===== config.mk =====
export PLATFORM = sky130hd
export DESIGN_NAME = sram_seq
export DESIGN_NICKNAME = d
export VERILOG_FILES = /design/src/rtl/sram_seq_pkg.sv /design/src/rtl/sram_seq_timer.sv /design/src/rtl/sram_seq_dpath.sv /design/src/rtl/sram_seq_fsm.sv /design/src/rtl/sram_seq.sv
export SDC_FILE = /design/constraint.sdc
export NUM_CORES = 1
export LEC_CHECK = 0
export BUFFER_PORTS_ARGS = -buffer_cell sky130_fd_sc_hd__buf_2
export CORE_MARGIN = 8
export CORE_UTILIZATION = 51
export DETAILED_ROUTE_END_ITERATION = 10
export HOLD_SLACK_MARGIN = 0.1
export PLACE_DENSITY_LB_ADDON = 0.05
export SLEW_MARGIN = 20
export SYNTH_ARGS = -nofsm -noshare
export SYNTH_HDL_FRONTEND = slang
export SYNTH_SLANG_ARGS = --single-unit

===== constraint.sdc =====
create_clock -name clk -period 5.5 [get_ports clk]
set_clock_uncertainty 0.1 [all_clocks]
set_input_delay 0.275 -clock clk [delete_from_list [all_inputs] [get_ports clk]]
set_output_delay 0.275 -clock clk [all_outputs]
set_load 0.02 [all_outputs]

===== src/rtl/sram_seq_pkg.sv =====
package sram_seq_pkg;

  typedef enum logic [2:0] {
    ST_IDLE,
    ST_SETUP,
    ST_READ,
    ST_WPULSE,
    ST_WHOLD,
    ST_RECOV,
    ST_REJECT
  } seq_state_t;

  function automatic int max3(input int a, input int b, input int c);
    int m;
    m = (a > b) ? a : b;
    return (m > c) ? m : c;
  endfunction

endpackage


===== src/rtl/sram_seq_timer.sv =====
module sram_seq_timer #(
  parameter int CNT_W = 3
) (
  input  logic             clk,
  input  logic             rst,
  input  logic             load,
  input  logic [CNT_W-1:0] load_val,
  output logic             zero
);

  logic [CNT_W-1:0] cnt_q;

  always_ff @(posedge clk) begin
    if (rst) begin
      cnt_q <= '0;
    end else if (load) begin
      cnt_q <= load_val;
    end else if (cnt_q != '0) begin
      cnt_q <= cnt_q - 1'b1;
    end
  end

  assign zero = (cnt_q == '0);

endmodule


===== src/rtl/sram_seq_dpath.sv =====
module sram_seq_dpath #(
  parameter int ADDR_W = 18,
  parameter int DATA_W = 8
) (
  input  logic              clk,
  input  logic              rst,
  input  logic              take,
  input  logic [ADDR_W-1:0] in_addr,
  input  logic [DATA_W-1:0] in_wdata,
  input  logic              capture,
  input  logic [DATA_W-1:0] bus_in,
  output logic [ADDR_W-1:0] addr_q,
  output logic [DATA_W-1:0] wdata_q,
  output logic [DATA_W-1:0] rdata_q
);

  always_ff @(posedge clk) begin
    if (rst) begin
      addr_q  <= '0;
      wdata_q <= '0;
      rdata_q <= '0;
    end else begin
      if (take) begin
        addr_q  <= in_addr;
        wdata_q <= in_wdata;
      end
      if (capture) begin
        rdata_q <= bus_in;
      end
    end
  end

endmodule


===== src/rtl/sram_seq_fsm.sv =====
module sram_seq_fsm
  import sram_seq_pkg::*;
#(
  parameter int T_ACC = 4,
  parameter int T_WP  = 3,
  parameter int T_WR  = 1,
  parameter int CNT_W = 3
) (
  input  logic             clk,
  input  logic             rst,
  input  logic             req_valid,
  input  logic             req_write,
  input  logic             write_protect,
  input  logic             tmr_zero,
  output logic             tmr_load,
  output logic [CNT_W-1:0] tmr_val,
  output logic             take,
  output logic             capture,
  output logic             ready_q,
  output logic             rsp_valid_q,
  output logic             rsp_error_q,
  output logic             ce_n_q,
  output logic             we_n_q,
  output logic             oe_n_q,
  output logic             dq_oe_q
);

  localparam logic [CNT_W-1:0] LD_ACC = CNT_W'(T_ACC - 1);
  localparam logic [CNT_W-1:0] LD_WP  = CNT_W'(T_WP - 1);
  localparam logic [CNT_W-1:0] LD_WR  = CNT_W'(T_WR - 1);

  seq_state_t state_q, state_d;
  logic       is_wr_q;
  logic       accept;
  logic       refuse;

  assign accept  = (state_q == ST_IDLE) && req_valid && ready_q;
  assign refuse  = accept && req_write && write_protect;
  assign take    = accept && !refuse;
  assign capture = (state_q == ST_READ) && tmr_zero;

  always_comb begin
    state_d  = state_q;
    tmr_load = 1'b0;
    tmr_val  = '0;
    unique case (state_q)
      ST_IDLE: begin
        if (refuse)      state_d = ST_REJECT;
        else if (accept) state_d = ST_SETUP;
      end
      ST_SETUP: begin
        tmr_load = 1'b1;
        if (is_wr_q) begin
          state_d = ST_WPULSE;
          tmr_val = LD_WP;
        end else begin
          state_d = ST_READ;
          tmr_val = LD_ACC;
        end
      end
      ST_READ: begin
        if (tmr_zero) begin
          state_d  = ST_RECOV;
          tmr_load = 1'b1;
          tmr_val  = LD_WR;
        end
      end
      ST_WPULSE: begin
        if (tmr_zero) state_d = ST_WHOLD;
      end
      ST_WHOLD: begin
        state_d  = ST_RECOV;
        tmr_load = 1'b1;
        tmr_val  = LD_WR;
      end
      ST_RECOV: begin
        if (tmr_zero) state_d = ST_IDLE;
      end
      ST_REJECT: state_d = ST_IDLE;
      default:   state_d = ST_IDLE;
    endcase
  end

  always_ff @(posedge clk) begin
    if (rst) begin
      state_q     <= ST_IDLE;
      is_wr_q     <= 1'b0;
      ready_q     <= 1'b1;
      rsp_valid_q <= 1'b0;
      rsp_error_q <= 1'b0;
      ce_n_q      <= 1'b1;
      we_n_q      <= 1'b1;
      oe_n_q      <= 1'b1;
      dq_oe_q     <= 1'b0;
    end else begin
      state_q     <= state_d;
      if (accept) is_wr_q <= req_write;
      ready_q     <= (state_d == ST_IDLE);
      rsp_valid_q <= capture || (state_q == ST_WHOLD) || (state_q == ST_REJECT);
      rsp_error_q <= (state_q == ST_REJECT);
      ce_n_q      <= !((state_d == ST_READ) || (state_d == ST_WPULSE));
      we_n_q      <= !(state_d == ST_WPULSE);
      oe_n_q      <= !(state_d == ST_READ);
      dq_oe_q     <= (state_d == ST_WPULSE) || (state_d == ST_WHOLD);
    end
  end

endmodule


===== src/rtl/sram_seq.sv =====
module sram_seq
  import sram_seq_pkg::*;
#(
  parameter int ADDR_W = 18,
  parameter int DATA_W = 8,
  parameter int T_ACC  = 4,
  parameter int T_WP   = 3,
  parameter int T_WR   = 1
) (
  input  logic              clk,
  input  logic              rst,
  input  logic              req_valid,
  output logic              req_ready,
  input  logic              req_write,
  input  logic [ADDR_W-1:0] req_addr,
  input  logic [DATA_W-1:0] req_wdata,
  input  logic              write_protect,
  output logic              rsp_valid,
  output logic              rsp_error,
  output logic [DATA_W-1:0] rsp_rdata,
  output logic [ADDR_W-1:0] mem_addr,
  output logic              mem_dq_oe,
  output logic [DATA_W-1:0] mem_dq_out,
  input  logic [DATA_W-1:0] mem_dq_in,
  output logic              mem_ce_n,
  output logic              mem_we_n,
  output logic              mem_oe_n
);

  localparam int T_MAX = max3(T_ACC, T_WP, T_WR);
  localparam int CNT_W = (T_MAX < 2) ? 1 : $clog2(T_MAX);

  logic             tmr_load;
  logic [CNT_W-1:0] tmr_val;
  logic             tmr_zero;
  logic             take;
  logic             capture;

  sram_seq_timer #(.CNT_W(CNT_W)) u_timer (
    .clk      (clk),
    .rst      (rst),
    .load     (tmr_load),
    .load_val (tmr_val),
    .zero     (tmr_zero)
  );

  sram_seq_fsm #(
    .T_ACC (T_ACC),
    .T_WP  (T_WP),
    .T_WR  (T_WR),
    .CNT_W (CNT_W)
  ) u_fsm (
    .clk           (clk),
    .rst           (rst),
    .req_valid     (req_valid),
    .req_write     (req_write),
    .write_protect (write_protect),
    .tmr_zero      (tmr_zero),
    .tmr_load      (tmr_load),
    .tmr_val       (tmr_val),
    .take          (take),
    .capture       (capture),
    .ready_q       (req_ready),
    .rsp_valid_q   (rsp_valid),
    .rsp_error_q   (rsp_error),
    .ce_n_q        (mem_ce_n),
    .we_n_q        (mem_we_n),
    .oe_n_q        (mem_oe_n),
    .dq_oe_q       (mem_dq_oe)
  );

  sram_seq_dpath #(.ADDR_W(ADDR_W), .DATA_W(DATA_W)) u_dpath (
    .clk      (clk),
    .rst      (rst),
    .take     (take),
    .in_addr  (req_addr),
    .in_wdata (req_wdata),
    .capture  (capture),
    .bus_in   (mem_dq_in),
    .addr_q   (mem_addr),
    .wdata_q  (mem_dq_out),
    .rdata_q  (rsp_rdata)
  );

endmodule


* Word level (Yosys, flattened, before mapping)
Index checks and enable logic that the tools add are counted.
** Word-level totals
- Bits in writable memories :: 0
- Bits in registers :: 47
- Latch bits :: 0
- Bits of input ports :: 39
- Memories kept :: 0
- ROM bits :: 0
** Operators by class
- Multiply operators :: 0
- Shift operators :: 0
- Order comparisons :: 0
- Bitwise logic cells :: 0
- $add $sub $neg :: 1
- Equality and inequality tests :: 9
- Div/mod/pow operators :: 0
- Muxes and demuxes :: 13
- Reductions and logical operators :: 20
** Operators with widths (count)
- case mux 3 bit (6 select lines) :: 1
- two-way mux 3 bit :: 5
- equality test 3 x 2 -> 1 bit (second input constant) :: 4
- equality test 3 bit (second input constant) :: 4
- logical AND 1 bit :: 6
- logical NOT 3 bit :: 2
- two-way mux 2 bit :: 3
- logical NOT 1 bit :: 4
- logical OR 1 bit :: 4
- nonzero test 2 bit :: 2
- equality test 3 x 1 -> 1 bit (second input constant) :: 1
- two-way mux 1 bit :: 3
- logical NOT 2 bit :: 1
- case mux 1 bit (2 select lines) :: 1
- OR reduction 2 bit :: 1
- subtractor 2 x 1 -> 2 bit (second input constant) :: 1

* Depth between registers and ports, before layout
- Depth in word-level cells :: 10
- Gate-level depth with buffers :: 7
- Depth with buffers taken out :: 5

* Hierarchy
Synthesis repeated with hierarchy kept, for this count alone.
** Second synthesis, totals
- Cell total of the unflattened synthesis :: 179
- Area, all modules :: 1863.0 µm²
** Modules (own cells, without submodules)
- sram_seq_dpath :: area an instance 1224.9 µm², cells each 110, instances 1
- sram_seq_fsm :: area an instance 516.7 µm², cells each 57, instances 1
- sram_seq_timer :: area an instance 121.4 µm², cells each 12, instances 1

* Worst setup path after synthesis
No wires, ideal clock.
- Path kind :: register to register
- Start :: register u_timer.cnt_q[0]
- End :: register u_fsm.oe_n_q
- Clock period less this slack :: 1.808 ns
- Cell stages (with the launch flop) :: 7
- Library setup time :: 0.134 ns
- Buffers on the path :: 1
- Setup slack :: 3.692 ns
- Arrival time :: 1.574 ns
- Cells stage by stage :: dfxtp_1 -> inv_1 -> ha_1 -> buf_2 -> a21oi_1 -> o21ai_0 -> or4_1
** On the way
- Word-level cells in the longest chain between the ends :: 5
- Elaborated cells between the ends (all ways) :: 7
- Classes of those cells :: 1 x eq/ne; 4 x mux; 2 x reduce/logical
** RTL lines
- from (decl) :: line sram_seq_timer.sv:11 : logic [CNT_W-1:0] cnt_q;
- from (signal assigned) :: line sram_seq_timer.sv:17 : cnt_q <= load_val;
- from (signal assigned) :: line sram_seq_timer.sv:19 : cnt_q <= cnt_q - 1'b1;
- logical NOT 2 bit * :: line sram_seq_timer.sv:23 : assign zero = (cnt_q == '0);
- two-way mux 3 bit (on tied branches) :: line sram_seq_fsm.sv:77, sram_seq_fsm.sv:62, sram_seq_fsm.sv:69
- case mux 3 bit (6 select lines) * :: line sram_seq_fsm.sv:46 : unique case (state_q)
- equality test 3 x 2 -> 1 bit * :: line sram_seq_fsm.sv:103 : oe_n_q <= !(state_d == ST_READ);
- logical NOT 1 bit * :: line sram_seq_fsm.sv:103
- to (signal assigned) :: line sram_seq_fsm.sv:103
- to (decl) :: line sram_seq_fsm.sv:24 : output logic oe_n_q,
Every way passes the cells marked *; elsewhere a longest branch is shown, timed or not.
A chain may end at the register's enable or synchronous reset.

* Worst setup path after layout
Same ends and word-level chain as after synthesis.

==> flow_summary.yaml <==
placed_design:
  hpwlAfterDp_um: 3180
  gp_congestion: 0.831
  place_ws_ps: 3540
  port_buffers: 79
drt:
  dr_total_vias: 1681
  routed_via_density: 4.93
  route.detailed.drc: 0
  dr.pass1.iters: 4
  wirelength_um: 4430
  routedWlPerCell_um: 13.0
  drt_iter0_drc: 144
  ant_nets: 0
power:
  pwr-share-comb_pct: 38.3
  sw_frac_of_total_pct: 38.2
  powerDensity_nw_per_um2: 483
  ir_worst_vdd_mv: 0.255
  seqPwrFrac_pct: 42.7
  p_clk_share_pct: 19.0
  p_int_mw: 0.721
  power.switching_mw: 0.446
  leakagePower_nw: 1.12
setup_path:
  crit_fanout: 13
  cp-end-kind: "flip-flop"
  start_kind: "flip-flop"
  setup.worst_path.class: "reg2reg"
  worst-endpoint-required_ps: 5570
  worstPathArrival_ps: 2060
timing:
  finalWorstPathRequiredPeriod_ps: 1990
  slew_headroom_pct: 46.9
  worst_pin_slew_ps: 795
  setup_ws_ps: 3510
  hold_viol_final: 0
  max_freq_mhz: 503
  min_period_over_period_pct: 36.2
  drv_slew: 0
  report.final.setup_viol: 0
  setup-tns-final_ps: 0
  rsz0062_at_grt: "no"
final_layout:
  mostFrequentLayoutCell: "buf_2"
  diodes: 0
  nFillCells: 346
  drive_above_1_share_pct: 30.7
  final_cell_mix: "buf_2, nand2_1, dfxtp_1"
  nNetsFinal: 332
  area_delta_synth_final_pct: 22.8
grt:
  antenna_found_initial: 0
  grt_pass1_vias: 1681
  grt_pass1_wl_um: 7290
  overflow: 0
  grt_usage_pct: 14.2
  grt_max_degree: 56
floorplanning:
  start_util_pct: 53.4
  die_area_um2: 6100
  core_area_um2: 3690
  die_h_um: 78.1
  rows: 22
  die_x_um: 78.1
  boundaryPins: 80
logic_synthesis:
  synth_nets: 261
  synthTopCellsByArea: "dfxtp_1, nand2_1, mux2i_1, a21oi_1, buf_12"
  netlist.area_leader.share_pct: 47.8
  syn_avg_cell_area_um2: 8.91
  synth_cell_types: 38
  synth_cells: 221
  synth-edff-count: 0
  yosysWarnings: 0
  ys_seq_area_share_pct: 47.8
  synth-async-reset-ratio_pct: 0
  synth_ff_type: "dfxtp_1"
  synth_area_leader_cell: "dfxtp_1"
  yosys_register_bits: 47
  syn_area_um2: 1970
cts:
  numCtsBuffers: 5
  postCtsSetupBuffers: 0
  cts-root-buf: "clkbuf_8"
  clk_latency_ps: 290
  cts_tree: "yes"
  clkTransAtPathRegs_ps: 80
  clockBufferDepth: 2
  clkSinkCount: 47
  ctsHoldBuffers: 0
  post_cts_resized: 0
  cts_max_level: 2
status:
  outcome: "finished clean"
run:
  maxCapViolCount: 0
worst_hold_path:
  hp-class: "in2reg"
==> sequential cells by signal (all words and copies together), names as in the netlist <==
name / flops
u_timer.cnt_q: 2
u_fsm.rsp_valid_q: 1
u_dpath.rdata_q: 8
u_dpath.addr_q: 18
u_fsm.dq_oe_q: 1
u_fsm.oe_n_q: 1
u_fsm.ready_q: 1
u_fsm.we_n_q: 1
u_fsm.ce_n_q: 1
u_fsm.is_wr_q: 1
u_dpath.wdata_q: 8
u_fsm.state_q: 3
u_fsm.rsp_error_q: 1
==> cell usage after synthesis, types with 2 or more instances <==
master	number
and3_1	3
nor3_1	5
mux2i_1	26
inv_1	4
nand2_1	70
buf_12	2
dfxtp_1	47
buf_6	2
a31oi_1	2
clkbuf_1	7
nor2_1	5
o21ai_0	4
and2_1	2
buf_2	5
a21oi_1	12
a21o_1	2
or4_1	2
==> final cells by class <==
cell class | instances | area, um^2 | area share, %
Clock buffer | 8 | 100 | 4.14
Inverter | 5 | 18.8 | 0.776
Multi-Input combinational cell | 152 | 887 | 36.7
Timing Repair Buffer | 81 | 410 | 17.0
Tap cell | 48 | 60.1 | 2.48
Sequential cell | 47 | 941 | 38.9
==> per-stage QoR <==
stage               cells  hold slack, ps  power, mW  utilization (%)  cell area (um^2)
finish                341             117       1.17             65.5              2420
global placement      333             340      0.951             62.8              2320
CTS                   341             108       1.18             65.5              2420
floorplan             221             311      0.866                -              1970
global route          341             112       1.25             65.5              2420
detailed placement    333             344      0.952             62.8              2320
==> routing by layer <==
metal | vias to the layer above | global-route usage (%) | share of wire, %
met5 | - | 0 | 0
met1 | 743 | 15.3 | 42
met3 | 9 | 6.38 | 8.4
met2 | 48 | 23.8 | 48
li1 | 881 | - | -
met4 | 0 | 5.56 | 1.6
==> kinds of logic (layout without fill, tap and decap cells) <==
| family | Yosys count | after routing | share of synthesized area (%) |
|---|---|---|---|
| AOI/OAI and AO/OA | 29 | 29 | 8.84 |
| DFF | 47 | 47 | 47.8 |
| adders and majority gates | 2 | 2 | 1.14 |
| muxes | 26 | 26 | 13.2 |
| buffers and inverters | 22 | 94 | 7.12 |
| and+or+nand+nor | 95 | 95 | 21.9 |
==> final timing paths <==
kind / start / end / slack [ps] / depth (start not counted)
setup / recovery: u_timer.cnt_q[0]$_SDFFE_PP0P_ / u_fsm.oe_n_q$_SDFF_PP1_ / 3510 / 5
hold / removal: req_addr[4] / u_dpath.addr_q[4]$_SDFFE_PP0P_ / 120 / 3
setup reg to reg: u_timer.cnt_q[0]$_SDFFE_PP0P_ / u_fsm.oe_n_q$_SDFF_PP1_ / 3510 / 5
hold reg to reg: u_dpath.rdata_q[3]$_SDFFE_PP0P_ / u_dpath.rdata_q[3]$_SDFFE_PP0P_ / 350 / 2
==> power by group through the flow <==
| stage | Combinational [mW] | Sequential (mW) | Clock (mW) |
|---|---|---|---|
| after floorplan | 0.315 | 0.551 | 0 |
| after global placement | 0.447 | 0.505 | 0 |
| after detailed placement | 0.449 | 0.503 | 0 |
| after CTS | 0.452 | 0.498 | 0.228 |
| after global routing | 0.491 | 0.513 | 0.243 |
| final | 0.447 | 0.499 | 0.221 |
==> worst max-delay path: stages (launching register included) <==
cell	delay (ps)
dfxtp_1	390
inv_1	60
ha_1	330
a21oi_1	300
o21ai_0	160
or4_1	530
(Power assumes the default switching activity.)
